[src/rtl/spim_pkg.sv]
package spim_pkg;
    typedef enum logic [2:0] {
        ST_IDLE  = 3'd0,
        ST_LEAD  = 3'd1,
        ST_XFER  = 3'd2,
        ST_HOLD  = 3'd3,
        ST_TRAIL = 3'd4,
        ST_GAP   = 3'd5
    } spim_state_e;
endpackage

[src/rtl/spim_tick_gen.sv]
module spim_tick_gen #(
    parameter int CODE_W = 3
) (
    input  logic              clk,
    input  logic              rst_n,
    input  logic              en,
    input  logic              clr,
    input  logic [CODE_W-1:0] code,
    output logic              tick
);
    localparam int CNT_W = (1 << CODE_W) - 1;

    logic [CNT_W-1:0] cnt_d, cnt_q;
    logic [CNT_W:0]   half;

    assign half = (CNT_W + 1)'(1) << code;
    assign tick = en && !clr && ({1'b0, cnt_q} == half - (CNT_W + 1)'(1));

    always_comb begin
        cnt_d = cnt_q;
        if (clr) begin
            cnt_d = '0;
        end else if (en) begin
            cnt_d = tick ? '0 : cnt_q + CNT_W'(1);
        end
    end

    always_ff @(posedge clk or negedge rst_n) begin
        if (!rst_n) begin
            cnt_q <= '0;
        end else begin
            cnt_q <= cnt_d;
        end
    end
endmodule

[src/rtl/spim_cs_decode.sv]
module spim_cs_decode #(
    parameter int NUM_CS = 4,
    parameter int SEL_W  = 2
) (
    input  logic [SEL_W-1:0]  sel,
    input  logic              on,
    output logic [NUM_CS-1:0] cs_n
);
    for (genvar g = 0; g < NUM_CS; g++) begin : g_line
        assign cs_n[g] = !(on && (sel == SEL_W'(g)));
    end
endmodule

[src/rtl/spi_xfer_master.sv]
module spi_xfer_master
    import spim_pkg::*;
#(
    parameter int DATA_W = 8,
    parameter int NUM_CS = 4,
    parameter int CODE_W = 3,
    localparam int LEN_W  = $clog2(DATA_W + 1),
    localparam int SEL_W  = (NUM_CS > 1) ? $clog2(NUM_CS) : 1
) (
    input  logic              clk,
    input  logic              rst_n,
    input  logic              cfg_valid,
    input  logic              cfg_cpol,
    input  logic              cfg_cpha,
    input  logic              cfg_lsb_first,
    input  logic [CODE_W-1:0] cfg_div_code,
    input  logic [LEN_W-1:0]  cfg_len,
    input  logic [SEL_W-1:0]  cfg_target,
    input  logic              tx_valid,
    output logic              tx_ready,
    input  logic [DATA_W-1:0] tx_data,
    input  logic              tx_last,
    output logic              rx_valid,
    output logic [DATA_W-1:0] rx_data,
    output logic              sclk,
    output logic              mosi,
    input  logic              miso,
    output logic [NUM_CS-1:0] cs_n,
    output logic              busy
);
    localparam int IDX_W  = (DATA_W > 1) ? $clog2(DATA_W) : 1;
    localparam int EDGE_W = LEN_W + 1;

    typedef struct packed {
        logic              cpol;
        logic              cpha;
        logic              lsb;
        logic [CODE_W-1:0] code;
        logic [LEN_W-1:0]  len;
        logic [SEL_W-1:0]  target;
    } cfg_t;

    localparam int CFG_W = $bits(cfg_t);

    typedef struct packed {
        spim_state_e       st;
        cfg_t              cfg;
        logic [DATA_W-1:0] txw;
        logic [DATA_W-1:0] rxw;
        logic [IDX_W-1:0]  idx;
        logic [EDGE_W-1:0] edges;
        logic              last;
        logic              sclk;
        logic              cs_on;
        logic              gap;
        logic              rx_valid;
        logic [DATA_W-1:0] rx_data;
    } regs_t;

    regs_t             q, d;
    logic              tick, tick_en, div_clr, take;
    logic [EDGE_W-1:0] edge_no;
    logic              last_edge, odd_edge, sample_now, advance;
    logic [IDX_W-1:0]  start_idx;
    logic [CFG_W-1:0]  cfg_flat;

    spim_tick_gen #(.CODE_W(CODE_W)) u_tick (
        .clk  (clk),
        .rst_n(rst_n),
        .en   (tick_en),
        .clr  (div_clr),
        .code (q.cfg.code),
        .tick (tick)
    );

    spim_cs_decode #(.NUM_CS(NUM_CS), .SEL_W(SEL_W)) u_dec (
        .sel (q.cfg.target),
        .on  (q.cs_on),
        .cs_n(cs_n)
    );

    assign tx_ready   = ((q.st == ST_IDLE) && !cfg_valid) || (q.st == ST_HOLD);
    assign take       = tx_valid && tx_ready;
    assign tick_en    = (q.st != ST_IDLE) && (q.st != ST_HOLD);
    assign edge_no    = q.edges + EDGE_W'(1);
    assign last_edge  = (edge_no == {q.cfg.len, 1'b0});
    assign odd_edge   = edge_no[0];
    assign sample_now = q.cfg.cpha ? !odd_edge : odd_edge;
    assign advance    = q.cfg.cpha ? (odd_edge && (edge_no != EDGE_W'(1)))
                                   : (!odd_edge && !last_edge);
    assign start_idx  = q.cfg.lsb ? '0 : IDX_W'(q.cfg.len - LEN_W'(1));
    assign div_clr    = take;
    assign cfg_flat   = q.cfg;

    always_comb begin
        d          = q;
        d.rx_valid = 1'b0;
        unique case (q.st)
            ST_IDLE: begin
                if (cfg_valid) begin
                    d.cfg.cpol   = cfg_cpol;
                    d.cfg.cpha   = cfg_cpha;
                    d.cfg.lsb    = cfg_lsb_first;
                    d.cfg.code   = cfg_div_code;
                    d.cfg.target = cfg_target;
                    d.cfg.len    = ((cfg_len == '0) || (cfg_len > LEN_W'(DATA_W)))
                                   ? LEN_W'(DATA_W) : cfg_len;
                    d.sclk       = cfg_cpol;
                end
            end
            ST_LEAD: begin
                if (tick) d.st = ST_XFER;
            end
            ST_XFER: begin
                if (tick) begin
                    d.sclk  = !q.sclk;
                    d.edges = edge_no;
                    if (sample_now) d.rxw[q.idx] = miso;
                    if (advance) begin
                        d.idx = q.cfg.lsb ? q.idx + IDX_W'(1) : q.idx - IDX_W'(1);
                    end
                    if (last_edge) begin
                        d.rx_valid = 1'b1;
                        d.rx_data  = d.rxw;
                        d.st       = q.last ? ST_TRAIL : ST_HOLD;
                    end
                end
            end
            ST_HOLD: begin
            end
            ST_TRAIL: begin
                if (tick) begin
                    d.cs_on = 1'b0;
                    d.gap   = 1'b0;
                    d.st    = ST_GAP;
                end
            end
            ST_GAP: begin
                if (tick) begin
                    if (q.gap) d.st = ST_IDLE;
                    else       d.gap = 1'b1;
                end
            end
            default: d.st = ST_IDLE;
        endcase
        if (take) begin
            d.txw   = tx_data;
            d.rxw   = '0;
            d.idx   = start_idx;
            d.edges = '0;
            d.last  = tx_last;
            d.cs_on = 1'b1;
            d.st    = ST_LEAD;
        end
    end

    always_ff @(posedge clk or negedge rst_n) begin
        if (!rst_n) begin
            q         <= '0;
            q.cfg.len <= LEN_W'(DATA_W);
        end else begin
            q <= d;
        end
    end

    assign sclk     = q.sclk;
    assign mosi     = q.cs_on ? q.txw[q.idx] : 1'b0;
    assign busy     = (q.st != ST_IDLE);
    assign rx_valid = q.rx_valid;
    assign rx_data  = q.rx_data;
endmodule

[config.mk]
export PLATFORM = sky130hd
export DESIGN_NAME = spi_xfer_master
export DESIGN_NICKNAME = d
export VERILOG_FILES = /design/src/rtl/spim_pkg.sv /design/src/rtl/spim_tick_gen.sv /design/src/rtl/spim_cs_decode.sv /design/src/rtl/spi_xfer_master.sv
export SDC_FILE = /design/constraint.sdc
export NUM_CORES = 1
export LEC_CHECK = 0
export CORE_MARGIN = 5
export CORE_UTILIZATION = 56
export DETAILED_ROUTE_END_ITERATION = 10
export GPL_TIMING_DRIVEN = 0
export PLACE_DENSITY = 0.77
export SLEW_MARGIN = 20
export SYNTH_ARGS = -nofsm -noshare
export SYNTH_HDL_FRONTEND = slang
export SYNTH_HIERARCHICAL = 1
export SYNTH_SLANG_ARGS = --single-unit
[constraint.sdc]
create_clock -name clk -period 4.3 [get_ports clk]
set_clock_uncertainty 0.05 [all_clocks]
set_input_delay 0.86 -clock clk [delete_from_list [all_inputs] [get_ports clk]]
set_output_delay 0.86 -clock clk [all_outputs]
set_load 0.005 [all_outputs]
==> summary.txt, run 1 <==
Synthesis
  – Dominant combinational cell family by area after synthesis: simple AND/OR/NAND/NOR gates
  – Synth top area share: 41.2%
  – Post-Synth XOR/XNOR Area: between 3 and 4%
  – Syn Inst Count: around 370
  – Post-synth top area cell: dfrtp_1
  – Fraction of synthesized area in multiplexers: a little over a tenth
  – Synth area leaders: dfrtp_1, mux2_2, nand2_1, nor2_1, o21ai_0
  – Netlist cell types: between 60 and 70
  – Count leader, synth: dfrtp_1
  – Register area share after synthesis: 42.0%
  – Synthesized cell area: roughly 3500 µm²
  – Compound-Gate Fraction of Synth Area: a little over an eighth
  – Adder-cell share of the synthesized area: about 2%
  – Commonest cells in the netlist: dfrtp_1, nand2_1, nor2_1
  – Syn_nets: roughly 400
  – Simple-Gate Fraction of Synth Area: between 20% and 30%
  – FFs w/ async S/R, synth: 100%
  – EDFF count, synth: 0
  – Seq cells post-synth: between 50 and 60
  – Avg Synthesized Cell Area: about 9.3 µm²
  – Top_reg_cell synth: dfrtp_1
  – Synth Warn #: 6

Worst setup path
  – CP bufs+invs: 4
  – CP max-delay cell: clkdlybuf4s50_1
  – Worst setup SP type: input pin
  – Crit Path Class: in -> reg
  – CP Capture Type: flip-flop
  – Cell family with most CP delay: simple AND/OR/NAND/NOR gates
  – CP Cell Sequence: clkdlybuf4s50_1 > or3_1 > a21oi_2 > nand2_2 > clkinv_2 > nor2b_2 > and3_1 > buf_2 > nand4bb_2 > clkbuf_1 > nor3_1 > o21ai_0 > and3_1 > a311o_1
  – Crit path DAT: between 4 and 5 ns
  – R2R Setup Slk: roughly 0.75 ns
  – Worst EP required: 4.46 ns
  – Max stage delay on crit path: 0.52 ns
  – Most frequent CP cell: and3_1
  – Crit Path Max Fanout: 23

Finish
  – Layout cells sized above 1: between 10% and 20%
  – Register area: approximately 1500 µm²
  – # nets final: ~460
  – Area of the multi-input gates: between 1500 and 2000 µm²
  – Area grow syn2layout: 20.5%
  – Final instance area: between 4000 and 5000 µm²
  – Fill cell count: between 400 and 500
  – Diode count: 0

Timing
  – Setup TNS: 0 ns
  – Final period util: between 90% and 100%
  – Max-slew headroom: approximately 45%
  – Final setup vio count: 0
  – Post-route minimum period: around 4 ns
  – RSZ-0062 raised after global routing: false
  – Measured slew at the worst slew-check pin: 0.816 ns
  – Fin. Hold Viols: 0
  – Max Slew Vio Count: 0
  – Fmax: around 250 MHz

Floorplan
  – Die Y: between 80 and 90 µm
  – # rows: 28
  – Initial core utilization: 58.1%
  – Die width: around 90 µm
  – CORE AREA: about 6000 µm²
  – Die area: about 8000 µm²
  – # IOs: 43

Global route
  – GR Util met1: 26.9%
  – Grt met3 use: 5.40%
  – Top Usage Layer GRT: met2
  – GRT Util Overall: between 20% and 30%
  – Largest net degree at the start of global routing: 58
  – Met2 global-route usage: between 30% and 40%
  – First-pass GRT wire length: 13.0 mm
  – Initial antenna violation count: 0
  – Congestion Overflow GR: 0
  – Vias in the first global route: between 2000 and 3000

Detailed routing
  – Avg WL per Cell: between 15 and 20 µm
  – Antenna viol nets, final: 0
  – Vias per Instance: about 5.7
  – Starting DRC count in detailed routing: 150
  – DRT Pass-1 Iters: 4
  – Vias post-DR: 2892
  – Routed WL: ~7.6 mm
  – Post-route DRC violation count: 0

Power
  – Int Pwr: 1.39 mW
  – Reg power frac: between 30% and 40%
  – Power share of the combinational group: between 40% and 50%
  – Switch share: roughly two fifths
  – Power, Total: around 2.2 mW
  – Clock Power Share: 19.5%
  – Leak Pwr: about 1.8 nW
  – Max VDD drop: between 0.4 and 0.5 mV
  – Switching Power: roughly 0.86 mW
  – Pwr Density: 538 nW/µm²

Clocking
  – Bufs on Longest Clock Path: 2
  – Clock slew at reported path FFs: ~0.060 ns
  – CTS tree: built
  – Sink Count: 58
  – H-tree Lvls: 3
  – Post-CTS setup buffers: 0
  – Number of CTS-inserted buffers: 9
  – Clock Root Buffer: clkbuf_8
  – Clock latency on the worst-skew pair: 0.33 ns

Placed design
  – Cell Area, Placed: between 4000 and 5000 µm²
  – DP HPWL: between 5 and 6 mm
  – Port Buf Inserts: 42
  – Final Wtd Congestion: between 0.8 and 0.9

Min path
  – Type of the tightest min-delay check: in -> async

Job
  – Max_cap viols: 0

Run status
  – Status: completed
-- power groups by stage --
stage | logic, mW | clock network [mW] | registers (mW)
2_1_floorplan | 0.707 | 0 | 0.793
6_report | 0.983 | 0.437 | 0.824
5_1_grt | 1.10 | 0.476 | 0.851
4_1_cts | 0.985 | 0.448 | 0.824
3_5_place_dp | 0.979 | 0 | 0.834
3_3_place_gp | 0.946 | 0 | 0.827
-- per-layer routing --
metal | vias up | wire length, µm
met1 | 1410 | 3330
li1 | 1414 | -
met2 | 56 | 3860
met4 | 0 | 121
met3 | 12 | 297
met5 | - | 0
-- through the flow --
step	util, %	hold slack (ns)	setup slack [ns]	instances
after floorplan	-	0.390	0.752	372
after global placement	66.7	0.406	-0.354	489
after detailed placement	67.2	0.409	-0.466	490
after CTS	70.0	0.252	0.258	504
after global routing	70.0	0.235	0.0464	504
final	70.0	0.262	0.326	504
-- cell families (layout without fill, tap and decap cells) --
family	Yosys count	count (layout)
adder cells (fa/ha/maj)	5	5
AO/OA/AOI/OAI	72	72
XOR/XNOR	14	14
buffers and inverters	39	96
multiplexers	33	33
AND/OR/NAND/NOR	151	151
flip-flops	58	58
-- sequential cells by signal, indices dropped and copies added (netlist names) --
name / count
sclk: 1
q: 30
u_tick/cnt_q: 7
cfg_flat: 11
rx_valid: 1
rx_data: 8
-- path summary, 6_finish.rpt --
kind / endpoint / cells past startpoint / start
worst max-delay path: q[19] / 14 / cfg_valid
worst min-delay path: sclk / 1 / rst_n
worst max register to register: q[19] / 14 / q[50]
worst min register to register: q[33] / 2 / q[33]
max in group asynchronous: cfg_flat[5] / 2 / rst_n
min in group clk: q[33] / 2 / q[33]
-- final cells by class --
| type | instances | share of cell area [%] |
|---|---|---|
| Inverter | 12 | 1.11 |
| Timing Repair Buffer | 43 | 10.7 |
| Buffer | 26 | 3.75 |
| Clock buffer | 12 | 3.72 |
| Sequential cell | 58 | 34.8 |
| Clock inverter | 3 | 0.360 |
| Multi-Input combinational cell | 275 | 43.3 |
| Tap cell | 75 | 2.25 |
-- cell usage in the layout (no fill, tap or decap), types with 3 or more instances in the layout --
| master | synthesis | layout |
|---|---|---|
| dfrtp_1 | 57 | 57 |
| nand2_1 | 53 | 53 |
| clkdlybuf4s50_1 | 0 | 41 |
| nor2_1 | 28 | 28 |
| mux2_2 | 25 | 25 |
| o21ai_0 | 20 | 20 |
| a21oi_1 | 19 | 19 |
| inv_1 | 11 | 11 |
| clkbuf_8 | 0 | 11 |
| clkbuf_1 | 10 | 10 |
| nand3_1 | 10 | 10 |
| buf_4 | 8 | 9 |
| nand2b_1 | 8 | 8 |
| nor3_1 | 8 | 8 |
| or3_1 | 7 | 7 |
| xnor2_1 | 7 | 7 |
| xor2_1 | 7 | 7 |
| mux2i_1 | 7 | 7 |
| nand4_1 | 6 | 6 |
| nand3b_1 | 6 | 6 |
| a31oi_1 | 6 | 6 |
| nor2b_1 | 6 | 5 |
| buf_2 | 4 | 4 |
| clkinv_2 | 1 | 4 |
| ha_1 | 4 | 4 |
| a311oi_1 | 4 | 4 |
| buf_6 | 3 | 3 |
| a211o_1 | 3 | 3 |
-- what timing repair did --
item                                    CTS  global route
pin swaps                                 0             0
resized for setup                         0             1
hold buffers                              0             0
endpoints found under the setup margin    3             1
(Power assumes the default switching activity.)
==> run 2, diff against run 1 <==
Settings changed: CAP_MARGIN from default to 20, CORE_MARGIN 5 to default, SLEW_MARGIN 20 to default.
==> run 2 against run 1 <==
Power up 2.6%. Count of clock-buffer cells in the layout increased by 3. Die area shrank 17%. Hold slack better by 0.16 ns. Sequential share of layout area fell by 0.18 points. Register-to-register slack got worse by 0.07 ns. Cell count increased by 0.20%. Sequential power is 0.5% higher. Worst setup slack got worse by 0.069 ns. Clock power rose by 13%. Highest routed layer unchanged.
==> summary.txt, run 2 (synthesized netlist as in run 1, its figures left out) <==
Detailed routing
  – Routed WL: ~7.5 mm
  – Met2 Wirelength: 3.75 mm
  – Antenna viol nets, final: 0
  – Top Metal Used: met4
  – Post-route DRC violation count: 0
  – Met1 WL: between 3 and 4 mm
  – Met3 routed WL: roughly 310 µm
  – Starting DRC count in detailed routing: between 150 and 200
  – Vias per Instance: a little under 6
  – Vias post-DR: 2916
  – DRT Pass-1 Iters: 4
  – Avg WL per Cell: ~15 µm

Run status
  – Status: completed

Clocking
  – Clock Root Buffer: clkbuf_8
  – H-tree Lvls: 3
  – Clock slew at reported path FFs: ~0.07 ns
  – Bufs on Longest Clock Path: 2
  – CTS tree: built
  – Number of CTS-inserted buffers: 9
  – Post-CTS setup buffers: 0
  – Post-cts sizing count: 0
  – Clock latency on the worst-skew pair: between 0.3 and 0.4 ns
  – Sink Count: 58
  – # hold bufs at CTS: 0

Global route
  – Largest net degree at the start of global routing: 36
  – Congestion Overflow GR: 0
  – Vias in the first global route: between 2000 and 3000
  – GRT Util Overall: approximately a quarter
  – First-pass GRT wire length: 12.4 mm
  – Initial antenna violation count: 0

Timing
  – Final period util: a little over nine tenths
  – RSZ-0062 raised after global routing: false
  – Post-route minimum period: ~4.0 ns
  – Measured slew at the worst slew-check pin: between 0.8 and 0.9 ns
  – Fmax: 247 MHz
  – Max-slew headroom: 44.4%
  – Final setup vio count: 0
  – Fin. Hold Viols: 0
  – Setup TNS: 0 ns
  – Max Slew Vio Count: 0

Finish
  – Leading cell type in the layout, fill and taps excluded: dfrtp_1
  – Register area: about 1500 µm²
  – Layout cells sized above 1: 17.4%
  – Most frequent cells in the layout: dfrtp_1, nand2_1, clkdlybuf4s50_1
  – # nets final: 456
  – Area of the multi-input gates: ~1800 µm²
  – Reg with most FFs: q
  – Fill cell count: 472
  – Final Util: between 70% and 80%
  – Diode count: 0
  – Area grow syn2layout: 21.1%
  – Max reg flops: 30

Worst setup path
  – CP Capture Type: flip-flop
  – Crit Path Max Fanout: 23
  – CP Cell Sequence: clkdlybuf4s50_1 > or3_1 > a21oi_2 > nand2_2 > clkinv_2 > nor2b_2 > and3_1 > buf_2 > nand4bb_2 > clkbuf_1 > nor3_1 > o21ai_0 > and3_1 > a311o_1
  – CP max-delay cell: clkdlybuf4s50_1
  – Max stage delay on crit path: roughly 0.52 ns
  – Worst EP required: between 4 and 5 ns
  – Most frequent CP cell: and3_1
  – Crit path DAT: 4.20 ns
  – Crit Path Class: in -> reg
  – Worst setup SP type: input pin
  – R2R Setup Slk: a little under 0.7 ns

Power
  – Leak Pwr: 1.80 nW
  – Int Pwr: 1.44 mW
  – Pwr Density: approximately 550 nW/µm²
  – Switch share: 37.6%
  – Max VDD drop: between 0.4 and 0.5 mV
  – Power share of the combinational group: around 43%
  – Reg power frac: around 36%
  – Switching Power: just under 0.9 mW
  – Clock Power Share: between 20 and 25%

Floorplan
  – Die Y: 80.6 µm
  – # rows: 28
  – CORE AREA: 5960 µm²
  – # IOs: 43
  – Die width: between 80 and 90 µm
  – Die area: about 6500 µm²
  – Initial core utilization: between 50 and 60%

Min path
  – Type of the tightest min-delay check: reg -> reg

Placed design
  – Final Wtd Congestion: 0.868
  – Port Buf Inserts: 42
  – DP HPWL: roughly 5.3 mm

Job
  – Max_cap viols: 0
[run 2: changes by cell type in the layout (fill, tap and decap cells not counted), sizes merged]
cell and delta:
clkbuf +3, clkinv -2
[run 2: path summary, 6_finish.rpt]
kind,startpoint,end,cells after the start
max reg2reg,q[50],q[19],14
max in group asynchronous,rst_n,q[32],2
min in group asynchronous,rst_n,cfg_flat[1],1
min reg2reg,q[35],q[35],2
max,cfg_valid,q[19],14
min,q[35],q[35],2
[run 2: area by class of cell]
class | instances | share of cell area [%]
clock buffer | 15 | 4.69
timing repair buffer | 43 | 10.4
clock inverter | 1 | 0.119
buffer | 26 | 3.73
multi-input combinational | 275 | 43.1
inverter | 12 | 1.10
tap | 75 | 2.24
sequential | 58 | 34.7
[run 2: power by group through the flow]
| stage | logic (mW) | registers [mW] | clock network, mW |
|---|---|---|---|
| floorplan | 0.707 | 0.793 | 0 |
| global placement | 0.948 | 0.828 | 0 |
| detailed placement | 0.971 | 0.834 | 0 |
| CTS | 0.978 | 0.826 | 0.506 |
| global route | 1.09 | 0.848 | 0.532 |
| finish | 0.980 | 0.828 | 0.495 |
[run 2: worst max-delay path: cells and delay by family]
family          cells  cell delay (ns)
buf+inv             4             1.30
simple gates        7             1.39
compound gates      3             0.63
[run 2: layer usage]
metal	GRT usage [%]	vias to the layer above
met5	0	-
met4	9.82	0
met3	4.43	4
met2	42.4	69
met1	31.7	1423
li1	-	1420
[run 2: through the flow]
stage          cells  hold WS (ns)  cell area (µm²)  setup slack [ns]  power, mW
2_1_floorplan    372         0.390             3460             0.752       1.50
3_3_place_gp     489         0.406             3980            -0.391       1.78
3_5_place_dp     490         0.413             3990            -0.429       1.80
4_1_cts          505         0.425             4190             0.238       2.31
5_1_grt          505         0.456             4190            0.0869       2.47
6_report         505         0.419             4190             0.257       2.30
==> run 3, diff against run 2 <==
Settings changed: CAP_MARGIN 20 to default, CORE_UTILIZATION 56 to 60, PLACE_DENSITY 0.77 to 0.82.
Clock period 4.3 ns to 5.19 ns, I/O delays scaled along.
==> run 3 against run 2 <==
Sequential power fell by 17%. Die area fell by 6.5%. Largest power group unchanged. Power fell by 16%. Largest cell class unchanged.
==> summary.txt, run 3 (synthesized netlist as in run 1, its figures left out) <==
Detailed routing
  – Vias post-DR: 2913
  – Post-route DRC violation count: 0
  – Antenna viol nets, final: 0
  – Avg WL per Cell: between 15 and 20 µm
  – Starting DRC count in detailed routing: slightly above 200
  – Vias per Instance: between 5 and 6
  – Routed WL: a little under 8 mm
  – DRT Pass-1 Iters: 4

Worst setup path
  – Worst EP required: approximately 5.4 ns
  – CP Capture Type: flip-flop
  – CP bufs+invs: 5
  – Cell family with most CP delay: buffers and inverters
  – Most frequent CP cell: clkbuf_1
  – Crit Path Class: in -> reg
  – CP max-delay cell: clkbuf_1
  – Crit path DAT: between 4 and 5 ns
  – Crit Path Max Fanout: 15
  – Worst setup SP type: input pin
  – Max stage delay on crit path: between 0.5 and 0.6 ns
  – CP Cell Sequence: clkdlybuf4s50_1 > or3_1 > a21oi_2 > nand2_2 > clkinv_2 > clkbuf_1 > nor2b_1 > and3_1 > buf_2 > nand4bb_2 > clkbuf_1 > nor3_1 > o21ai_0 > a31oi_1 > a311o_1

Timing
  – Post-route minimum period: ~4.5 ns
  – Setup TNS: 0 ns
  – Worst hold slack: 0.427 ns
  – Final setup vio count: 0
  – Max Slew Vio Count: 0
  – Fin. Hold Viols: 0
  – Measured slew at the worst slew-check pin: 0.897 ns
  – Final period util: ~90%
  – RSZ-0062 raised after global routing: false
  – Fmax: roughly 220 MHz
  – Max-slew headroom: approximately two fifths

Floorplan
  – # IOs: 43
  – Die Y: 77.9 µm
  – Die width: 77.9 µm
  – Initial core utilization: a little over three fifths
  – Die area: roughly 6100 µm²
  – # rows: 27
  – CORE AREA: 5540 µm²

Global route
  – Vias in the first global route: roughly 3000
  – Initial antenna violation count: 0
  – Largest net degree at the start of global routing: 35
  – Congestion Overflow GR: 0
  – First-pass GRT wire length: ~13 mm
  – GRT Util Overall: between 20% and 30%

Clocking
  – Post-cts sizing count: 0
  – Bufs on Longest Clock Path: 2
  – CTS tree: built
  – H-tree Lvls: 3
  – Sink Count: 58
  – Clock latency on the worst-skew pair: around 0.34 ns
  – Clock slew at reported path FFs: about 0.06 ns
  – Clock Root Buffer: clkbuf_8
  – Number of CTS-inserted buffers: 9
  – Post-CTS setup buffers: 0
  – # hold bufs at CTS: 0

Finish
  – Max reg flops: 30
  – Final instance area: between 4000 and 5000 µm²
  – Leading cell type in the layout, fill and taps excluded: dfrtp_1
  – Final std cells w/o fill: 502
  – Final Util: 75.6%
  – Most frequent cells in the layout: dfrtp_1, nand2_1, clkdlybuf4s50_1
  – Area grow syn2layout: 21.1%
  – Diode count: 0
  – Reg with most FFs: q
  – # nets final: roughly 460
  – Layout cells sized above 1: around 17%

Placed design
  – Placed Instances: roughly 490
  – Final Wtd Congestion: roughly 0.86
  – Cell Area, Placed: 3990 µm²
  – DP HPWL: approximately 5.4 mm
  – Port Buf Inserts: 42

Job
  – Max_cap viols: 0

Run status
  – Status: completed

Power
  – Max VDD drop: between 0.3 and 0.4 mV
  – Leak Pwr: around 1.8 nW
  – Pwr Density: 463 nW/µm²

Min path
  – Type of the tightest min-delay check: reg -> reg
## run 3: changes by cell type in the layout (fill, tap and decap cells not counted), sizes merged
cell	before	now
bufinv	0	1
clkbuf	25	24
## run 3: path summary, 6_finish.rpt
kind / cells after the start / slack [ns] / to / start
min in group asynchronous: 1 / 0.65 / sclk / rst_n
hold reg to reg: 2 / 0.43 / q[34] / q[34]
hold / removal: 2 / 0.43 / q[34] / q[34]
max in group asynchronous: 2 / 3.86 / q[26] / rst_n
setup reg to reg: 15 / 1.36 / q[19] / q[50]
setup / recovery: 15 / 0.65 / q[19] / cfg_valid
## run 3: worst min-delay path, stage by stage, from the launching register on
cell and delay [ns]:
dfrtp_1 0.34, nand2_1 0.05, nand2_1 0.06
## run 3: per-layer routing
metal  track usage, %  wire length, µm
met1             35.0             3410
met2             48.8             3980
met3             4.94              352
met4             10.9              130
met5                0                0
## run 3: per-stage QoR
step	power, mW	setup WS (ns)
after CTS	1.94	0.640
after detailed placement	1.50	0.305
after global placement	1.46	0.364
after floorplan	1.24	1.46
final	1.94	0.646
after global routing	2.07	0.349
## run 3: final cells by class
cell class	instances	area, µm²
multi-input cells	275	1800
flip-flops and latches	58	1450
fillers	420	1350
repair buffers	43	435
clock buffers	13	169
plain buffers	27	160
well taps	72	90.1
inverters	12	46.3
clock inverters	2	35.0
## run 3: where the power goes
part           internal (mW)  total [mW]  switching (mW)  leakage, nW
sequential             0.565       0.686           0.121        0.756
combinational          0.386       0.820           0.433        0.939
clock                  0.258       0.434           0.177        0.106
total                   1.21        1.94           0.731         1.80
